===== config.mk =====
export PLATFORM = sky130hd
export DESIGN_NAME = rseq_cold_release
export DESIGN_NICKNAME = d
export VERILOG_FILES = /design/src/rtl/rseq_pkg.sv /design/src/rtl/rseq_stage_decode.sv /design/src/rtl/rseq_flag_poll.sv /design/src/rtl/rseq_delay.sv /design/src/rtl/rseq_cold_release.sv
export SDC_FILE = /design/constraint.sdc
export NUM_CORES = 1
export LEC_CHECK = 0
export BUFFER_PORTS_ARGS = -buffer_cell sky130_fd_sc_hd__buf_2
export CORE_UTILIZATION = 48
export DETAILED_ROUTE_END_ITERATION = 10
export GPL_TIMING_DRIVEN = 0
export PLACE_DENSITY = 0.64
export SETUP_SLACK_MARGIN = 0.5
export SLEW_MARGIN = 25
export SYNTH_ARGS = -nofsm -noshare
export SYNTH_HDL_FRONTEND = slang
export SYNTH_SLANG_ARGS = --single-unit

===== constraint.sdc =====
create_clock -name clk -period 2.9 [get_ports clk]
set_input_delay 0.29 -clock clk [delete_from_list [all_inputs] [get_ports clk]]
set_output_delay 0.29 -clock clk [all_outputs]
set_load 0.01 [all_outputs]

===== src/rtl/rseq_pkg.sv =====
package rseq_pkg;
  localparam int STAGE_W = 4;
  typedef logic [STAGE_W-1:0] stage_t;

  // Held lines, indexed: 0 power, 1 hot, 2 phy, 3 pipe, 4 core,
  // 5 sticky, 6 non-sticky, 7 endpoint. Line i is released once the
  // completed-step count reaches REL_AT[i].
  localparam int N_HOLD = 8;
  localparam stage_t REL_AT [N_HOLD] = '{4'd1, 4'd2, 4'd3, 4'd6, 4'd7, 4'd9, 4'd10, 4'd11};

  // Clock enables: 0 application, 1 reference.
  localparam int N_CLK = 2;
  localparam stage_t CLK_AT [N_CLK] = '{4'd4, 4'd5};

  localparam stage_t STG_PHY_WAIT  = 4'd2;
  localparam stage_t STG_CORE_WAIT = 4'd5;
  localparam stage_t STG_PULSE     = 4'd7;
  localparam stage_t STG_PRE_LAST  = 4'd10;
  localparam stage_t STG_LAST      = 4'd11;

  typedef enum logic [2:0] {
    S_IDLE, S_RUN, S_PULSE, S_SETTLE, S_DONE, S_UNWIND, S_STOP
  } seq_state_t;
endpackage


===== src/rtl/rseq_stage_decode.sv =====
module rseq_stage_decode
  import rseq_pkg::*;
(
  input  stage_t              stage_i,
  output logic [N_HOLD-1:0]   hold_o,
  output logic [N_CLK-1:0]    clk_en_o
);
  for (genvar i = 0; i < N_HOLD; i++) begin : g_hold
    assign hold_o[i] = (stage_i < REL_AT[i]);
  end

  for (genvar j = 0; j < N_CLK; j++) begin : g_clk
    assign clk_en_o[j] = (stage_i >= CLK_AT[j]);
  end
endmodule


===== src/rtl/rseq_flag_poll.sv =====
module rseq_flag_poll #(
  parameter int POLL_CYC = 125,
  parameter int TMO_CYC  = 125000
) (
  input  logic clk,
  input  logic rst_n,
  input  logic en_i,
  input  logic flag_i,
  output logic ok_o,
  output logic tmo_o
);
  localparam int PW = $clog2(POLL_CYC + 1);
  localparam int TW = $clog2(TMO_CYC + 1);

  logic [PW-1:0] pcnt;
  logic [TW-1:0] tcnt;
  logic tick, limit;

  assign tick  = (pcnt == PW'(POLL_CYC - 1));
  assign limit = (tcnt == TW'(TMO_CYC - 1));

  always_ff @(posedge clk or negedge rst_n) begin
    if (!rst_n) begin
      pcnt <= '0;
      tcnt <= '0;
    end else if (!en_i) begin
      pcnt <= '0;
      tcnt <= '0;
    end else begin
      pcnt <= tick ? '0 : pcnt + 1'b1;
      if (!limit) tcnt <= tcnt + 1'b1;
    end
  end

  assign ok_o  = en_i && tick && !flag_i;
  assign tmo_o = en_i && limit && !ok_o;

  // a timeout is only ever raised while the request flag is still set
  a_r8_tmo_flag_held: assert property (@(posedge clk) disable iff (!rst_n)
    tmo_o |-> flag_i);
endmodule


===== src/rtl/rseq_delay.sv =====
module rseq_delay #(
  parameter int MAX_CYC = 16
) (
  input  logic                        clk,
  input  logic                        rst_n,
  input  logic                        load_i,
  input  logic [$clog2(MAX_CYC+1)-1:0] val_i,
  output logic                        zero_o
);
  localparam int CW = $clog2(MAX_CYC + 1);
  logic [CW-1:0] cnt;

  always_ff @(posedge clk or negedge rst_n) begin
    if (!rst_n)          cnt <= '0;
    else if (load_i)     cnt <= val_i;
    else if (cnt != '0)  cnt <= cnt - 1'b1;
  end

  assign zero_o = (cnt == '0);
endmodule


===== src/rtl/rseq_cold_release.sv =====
module rseq_cold_release
  import rseq_pkg::*;
#(
  parameter int POLL_CYC   = 125,
  parameter int TMO_CYC    = 125000,
  parameter int PULSE_CYC  = 4,
  parameter int SETTLE_CYC = 12500,
  parameter int STOP_CYC   = 12500000
) (
  input  logic clk,
  input  logic rst_n,
  input  logic start_i,
  input  logic stop_i,
  input  logic pm_phy_req_i,
  input  logic pm_core_req_i,
  input  logic train_req_i,
  output logic pwr_rst_o,
  output logic hot_rst_o,
  output logic phy_rst_o,
  output logic pipe_rst_o,
  output logic core_rst_o,
  output logic app_rst_o,
  output logic sticky_rst_o,
  output logic nsticky_rst_o,
  output logic ep_rst_o,
  output logic app_clk_en_o,
  output logic ref_clk_en_o,
  output logic train_en_o,
  output logic busy_o,
  output logic done_o,
  output logic err_o
);
  localparam int MAX_A = (STOP_CYC > SETTLE_CYC) ? STOP_CYC : SETTLE_CYC;
  localparam int TMAX  = (MAX_A > PULSE_CYC) ? MAX_A : PULSE_CYC;
  localparam int TW    = $clog2(TMAX + 1);

  seq_state_t st, st_n;
  stage_t     stg, stg_n;
  logic       err_q, err_n, done_q, train_q;
  logic       ld;
  logic [TW-1:0] ld_val;
  logic       t_zero;
  logic       p_en, p_flag, p_ok, p_tmo;
  logic [N_HOLD-1:0] hold;
  logic [N_CLK-1:0]  clk_en;

  assign p_en   = (st == S_RUN) && ((stg == STG_PHY_WAIT) || (stg == STG_CORE_WAIT));
  assign p_flag = (stg == STG_PHY_WAIT) ? pm_phy_req_i : pm_core_req_i;

  rseq_flag_poll #(.POLL_CYC(POLL_CYC), .TMO_CYC(TMO_CYC)) u_poll (
    .clk(clk), .rst_n(rst_n), .en_i(p_en), .flag_i(p_flag),
    .ok_o(p_ok), .tmo_o(p_tmo)
  );

  rseq_delay #(.MAX_CYC(TMAX)) u_delay (
    .clk(clk), .rst_n(rst_n), .load_i(ld), .val_i(ld_val), .zero_o(t_zero)
  );

  rseq_stage_decode u_dec (.stage_i(stg), .hold_o(hold), .clk_en_o(clk_en));

  always_comb begin
    st_n   = st;
    stg_n  = stg;
    err_n  = err_q;
    ld     = 1'b0;
    ld_val = '0;
    if (stop_i) begin
      st_n   = S_STOP;
      stg_n  = '0;
      err_n  = 1'b0;
      ld     = 1'b1;
      ld_val = TW'(STOP_CYC - 1);
    end else begin
      unique case (st)
        S_IDLE: if (start_i) begin
          st_n  = S_RUN;
          err_n = 1'b0;
        end
        S_RUN: begin
          if ((stg == STG_PHY_WAIT) || (stg == STG_CORE_WAIT)) begin
            if (p_ok)       stg_n = stage_t'(stg + 1'b1);
            else if (p_tmo) st_n  = S_UNWIND;
          end else if (stg == STG_PULSE) begin
            st_n   = S_PULSE;
            ld     = 1'b1;
            ld_val = TW'(PULSE_CYC - 1);
          end else if (stg == STG_PRE_LAST) begin
            stg_n  = STG_LAST;
            st_n   = S_SETTLE;
            ld     = 1'b1;
            ld_val = TW'(SETTLE_CYC - 1);
          end else begin
            stg_n = stage_t'(stg + 1'b1);
          end
        end
        S_PULSE: if (t_zero) begin
          stg_n = stage_t'(stg + 1'b1);
          st_n  = S_RUN;
        end
        S_SETTLE: if (t_zero) st_n = S_DONE;
        S_DONE:   st_n = S_DONE;
        S_UNWIND: begin
          if (stg == '0) begin
            st_n  = S_IDLE;
            err_n = 1'b1;
          end else begin
            stg_n = stage_t'(stg - 1'b1);
          end
        end
        S_STOP: if (t_zero) st_n = S_IDLE;
        default: st_n = S_IDLE;
      endcase
    end
  end

  always_ff @(posedge clk or negedge rst_n) begin
    if (!rst_n) begin
      st      <= S_IDLE;
      stg     <= '0;
      err_q   <= 1'b0;
      done_q  <= 1'b0;
      train_q <= 1'b0;
    end else begin
      st      <= st_n;
      stg     <= stg_n;
      err_q   <= err_n;
      done_q  <= (st_n == S_DONE);
      train_q <= (st_n == S_DONE) && train_req_i;
    end
  end

  assign pwr_rst_o     = hold[0];
  assign hot_rst_o     = hold[1];
  assign phy_rst_o     = hold[2];
  assign pipe_rst_o    = hold[3];
  assign core_rst_o    = hold[4];
  assign sticky_rst_o  = hold[5];
  assign nsticky_rst_o = hold[6];
  assign ep_rst_o      = hold[7];
  assign app_clk_en_o  = clk_en[0];
  assign ref_clk_en_o  = clk_en[1];
  assign app_rst_o     = (st == S_PULSE);
  assign train_en_o    = train_q;
  assign done_o        = done_q;
  assign err_o         = err_q;
  assign busy_o        = (st != S_IDLE) && (st != S_DONE);

  // hot reset never released while power reset is held
  a_r2_hot_after_pwr: assert property (@(posedge clk) disable iff (!rst_n)
    $fell(hot_rst_o) |-> !pwr_rst_o);
  // PHY release follows a sample of the PHY request flag at zero
  a_r3_phy_flag_clear: assert property (@(posedge clk) disable iff (!rst_n)
    $fell(phy_rst_o) |-> !$past(pm_phy_req_i));
  // reference clock comes on only with the application clock on
  a_r4_ref_after_app: assert property (@(posedge clk) disable iff (!rst_n)
    $rose(ref_clk_en_o) |-> (app_clk_en_o && !phy_rst_o));
  // PIPE release follows a sample of the core request flag at zero
  a_r5_pipe_flag_clear: assert property (@(posedge clk) disable iff (!rst_n)
    $fell(pipe_rst_o) |-> !$past(pm_core_req_i));
  // application pulse only with core running and sticky still held
  a_r6_pulse_window: assert property (@(posedge clk) disable iff (!rst_n)
    app_rst_o |-> (!core_rst_o && sticky_rst_o));
  // endpoint released only after non-sticky
  a_r7_ep_last: assert property (@(posedge clk) disable iff (!rst_n)
    $fell(ep_rst_o) |-> !nsticky_rst_o);
  // stop holds everything on the next cycle
  a_r9_stop_holds: assert property (@(posedge clk) disable iff (!rst_n)
    stop_i |=> (pwr_rst_o && ep_rst_o && !app_clk_en_o && !ref_clk_en_o && !train_en_o));
  // done and error are exclusive
  a_r10_done_err_excl: assert property (@(posedge clk) disable iff (!rst_n)
    !(done_o && err_o));
endmodule


==> impl_results.md <==
* Post-synthesis sequential area ratio at 43.3%
* DRT Pass-1 Iters at 4
* Most used flip-flop cell after synthesis: dfrtp_1
* Post-synth cell types at 55
* #FFs+latches synth at 58
* Synth-to-layout area growth at 17.5%
* RSZ-0062 raised after global routing: yes
* Cell Area, Synth at 3360 µm²
* Setup TNS at 0 ns
* Post-DP HPWL at 4.88 mm
* DR WL met2 at 3.39 mm
* CP max stage cell: or4_4
* Layout cell share with drive strength beyond 1 at 16.1%
* Worst R2R Setup Slack at 0.63 ns
* Min Tclk post-route at 2.27 ns
* CTS tree: yes
* Mean Syn Cell Area at 9.22 µm²
* Synth area leaders: dfrtp_1 43%, xnor2_1 6.8%, nor2_1 5.5%
* R2R Path Start: u_delay.cnt[19]$_DFFE_PN0P_
* All-Layer GR Usage at 22.2%
* Leading area contributor after synthesis: dfrtp_1
* ANT cells at 0
* Crit end category: flip-flop
* Uppermost layer routed: met4
* Via count at 2782
* Worst R2R Path Depth at 8
* Critical-path cell list: or4_4, nor4_4, buf_4, nand3b_1, buf_4, nand3_1, xnor2_1, a21o_1
* Die area at 7330 µm²
* Pwr/cell area at 459 nW/µm²
* CTS Buffer Depth at 2
* Period utilisation layout at 78.2%
* Max Clock Freq at 0.441 GHz
* I/O Buffers at 21
* Setup Skew at 0.00771 ns
* # DRC at 0
* Top cell by count, worst path: buf_4
* Max cap viols at 0
* Global route total overflow at 0
* DRT iter0 DRCs at 85
* CTS root buf: clkbuf_8
* Reg-to-Reg End: u_delay.cnt[21]$_DFFE_PN0P_
* I/O pin total at 22
* Num CTS Buffers at 9
* Most frequent cells after synthesis: 58 x dfrtp_1, 49 x nor2_1, 29 x nand2_1
* Initial Util at 49.7%
* Clk_lat worst skew at 0.34 ns
* Post-synth EDFFs at 0
* First-pass GRT wire length at 12.6 mm
* Met1 wire length at 3.62 mm
* Core Footprint at 6760 µm²
* Clock-pin slew on the worst setup and hold paths at 0.07 ns
* Setup crit start kind: flip-flop
* Pre-CTS setup slack at 0.388 ns
* Worst hold slack at 0.0000244 ns
* Delay of the slowest critical-path stage at 0.57 ns
* Nets at 421
* Slew @ Worst Pin at 0.733 ns
* Vias/cell at 5.69
* CP required at 3.14 ns
* Die Y-Extent at 85.6 µm
* Die width at 85.6 µm
* Clock sink total at 58
* Routability-driven placement congestion ratio at 0.790
* Count leader, synth: dfrtp_1
* DRT antenna net count at 0
* Post-route setup slack at 0.631 ns
* H-tree levels at 3
* Synth top area share at 43.3%
* # fillers at 583
* Max VDD drop at 0.264 mV
* Post-synth ARST share at 100%
* Routed wl met3 at 260 µm
* Num rows at 30
* Vias in the first global route at 2605
* Drt total wl at 7.43 mm
* Post-Syn Nets at 381
* Min-Delay Path Class: primary input to async pin
* Cells after synthesis at 364
* Hold Violations, Final at 0
* Ys Warns at 0
* Critical Path AT at 2.51 ns
* Slew Limit Headroom at 51.1%
* CP max FO at 6
* Initial antenna violation count at 0
* Largest net degree at the start of global routing at 59
* Overall power at 0.00181 W
* Outcome: finished clean
* Max Slew Vio Count at 0
* # setup viols final at 0
* Crit path kind: flip-flop to flip-flop
* Leakage Power at 1.53 nW
* Drt wl/cell at 15.2 µm
==> metrics by stage <==
stage	instances	cell area, µm²	util [%]
after floorplan	364	3360	-
after global placement	465	3560	52.7
after detailed placement	465	3560	52.7
after CTS	481	3830	56.7
after global routing	489	3940	58.4
final	489	3940	58.4
==> state kept, by name, summed over array words and instances, names as in the netlist <==
signal	flops
u_delay.cnt	24
u_poll.tcnt	17
u_poll.pcnt	7
stg	4
st	3
done_o	1
err_o	1
train_en_o	1
==> cell usage in the layout, fill, tap and decap left out, types with 2 or more instances in the layout <==
cell,count
xor2_1,15
nor3b_1,5
dfrtp_1,56
nand4_1,6
a21oi_1,17
nand2b_1,3
nor2b_1,5
o21ai_0,20
inv_1,15
bufinv_16,3
xnor2_1,26
buf_4,9
nor4_1,5
buf_2,21
o221ai_1,2
clkinvlp_4,2
and3_1,5
a21o_1,6
nor2_1,49
nor3_1,11
clkbuf_1,8
nor4b_1,5
nand3_1,13
nor3b_4,2
nand2_1,27
nand2_2,2
nand3b_1,5
clkbuf_8,10
and2_1,5
dfrtp_2,2
ha_1,10
a211oi_1,3
or3_1,3
nor4_2,2
==> area by class of cell <==
| type | count | area [µm²] | area share (%) |
|---|---|---|---|
| well taps | 80 | 100 | 2.54 |
| plain buffers | 10 | 46.3 | 1.17 |
| flip-flops and latches | 58 | 1450 | 36.9 |
| clock buffers | 10 | 138 | 3.49 |
| repair buffers | 29 | 168 | 4.25 |
| inverters | 15 | 56.3 | 1.43 |
| clock inverters | 6 | 114 | 2.89 |
| multi-input cells | 281 | 1870 | 47.4 |
==> routing by layer <==
metal  global-route usage, %  vias to the layer above
met2                    32.9                       57
met5                       0                        -
met1                    31.0                     1351
met4                    10.9                        0
met3                    4.43                       14
li1                        -                     1360
==> worst max-delay path, delay by kind of cell (launching register included) <==
family / cells / cell delay (ns)
buffers and inverters: 2 / 0.41
AO/OA/AOI/OAI: 1 / 0.18
flip-flops: 1 / 0.39
XOR/XNOR: 1 / 0.07
AND/OR/NAND/NOR: 4 / 1.13
==> power breakdown <==
| part | switching [W] | internal (W) |
|---|---|---|
| clock network | 0.000352 | 0.000595 |
| logic | 0.0000359 | 0.0000111 |
| registers | 0.00000275 | 0.000812 |
| total | 0.000391 | 0.00142 |
==> worst max-delay path by stage <==
stage	from	endpoint	slack [ns]	cells past startpoint
after floorplan	u_delay.cnt[19]$_DFFE_PN0P_	train_en_o$_DFF_PN0_	0.73	7
after global placement	stg[1]$_DFFE_PN0P_	u_delay.cnt[7]$_DFFE_PN0P_	0.36	6
after detailed placement	stg[1]$_DFFE_PN0P_	u_delay.cnt[7]$_DFFE_PN0P_	0.39	6
after CTS	u_delay.cnt[19]$_DFFE_PN0P_	u_delay.cnt[6]$_DFFE_PN0P_	0.53	6
after global routing	u_delay.cnt[19]$_DFFE_PN0P_	done_o$_DFF_PN0_	0.46	7
final	u_delay.cnt[19]$_DFFE_PN0P_	u_delay.cnt[21]$_DFFE_PN0P_	0.63	8
==> what timing repair did <==
| action | in CTS | in global routing |
|---|---|---|
| hold endpoints to repair | 0 | 0 |
| pin swaps | 0 | 5 |
| setup endpoints to repair | 15 | 17 |
| hold buffers | 0 | 0 |
| buffers inserted | 0 | 8 |
| gates resized for setup | 2 | 12 |
==> kinds of logic (layout without fill, tap and decap cells) <==
| group | count (synthesis) | after routing | synth area share [%] |
|---|---|---|---|
| xor+xnor | 41 | 41 | 10.7 |
| flops | 58 | 58 | 43.3 |
| buf+inv | 25 | 70 | 2.95 |
| compound gates | 63 | 63 | 12.1 |
| simple gates | 165 | 165 | 26.7 |
| mux | 2 | 2 | 0.634 |
| fa+ha+maj | 10 | 10 | 3.73 |
(Power assumes the default switching activity.)
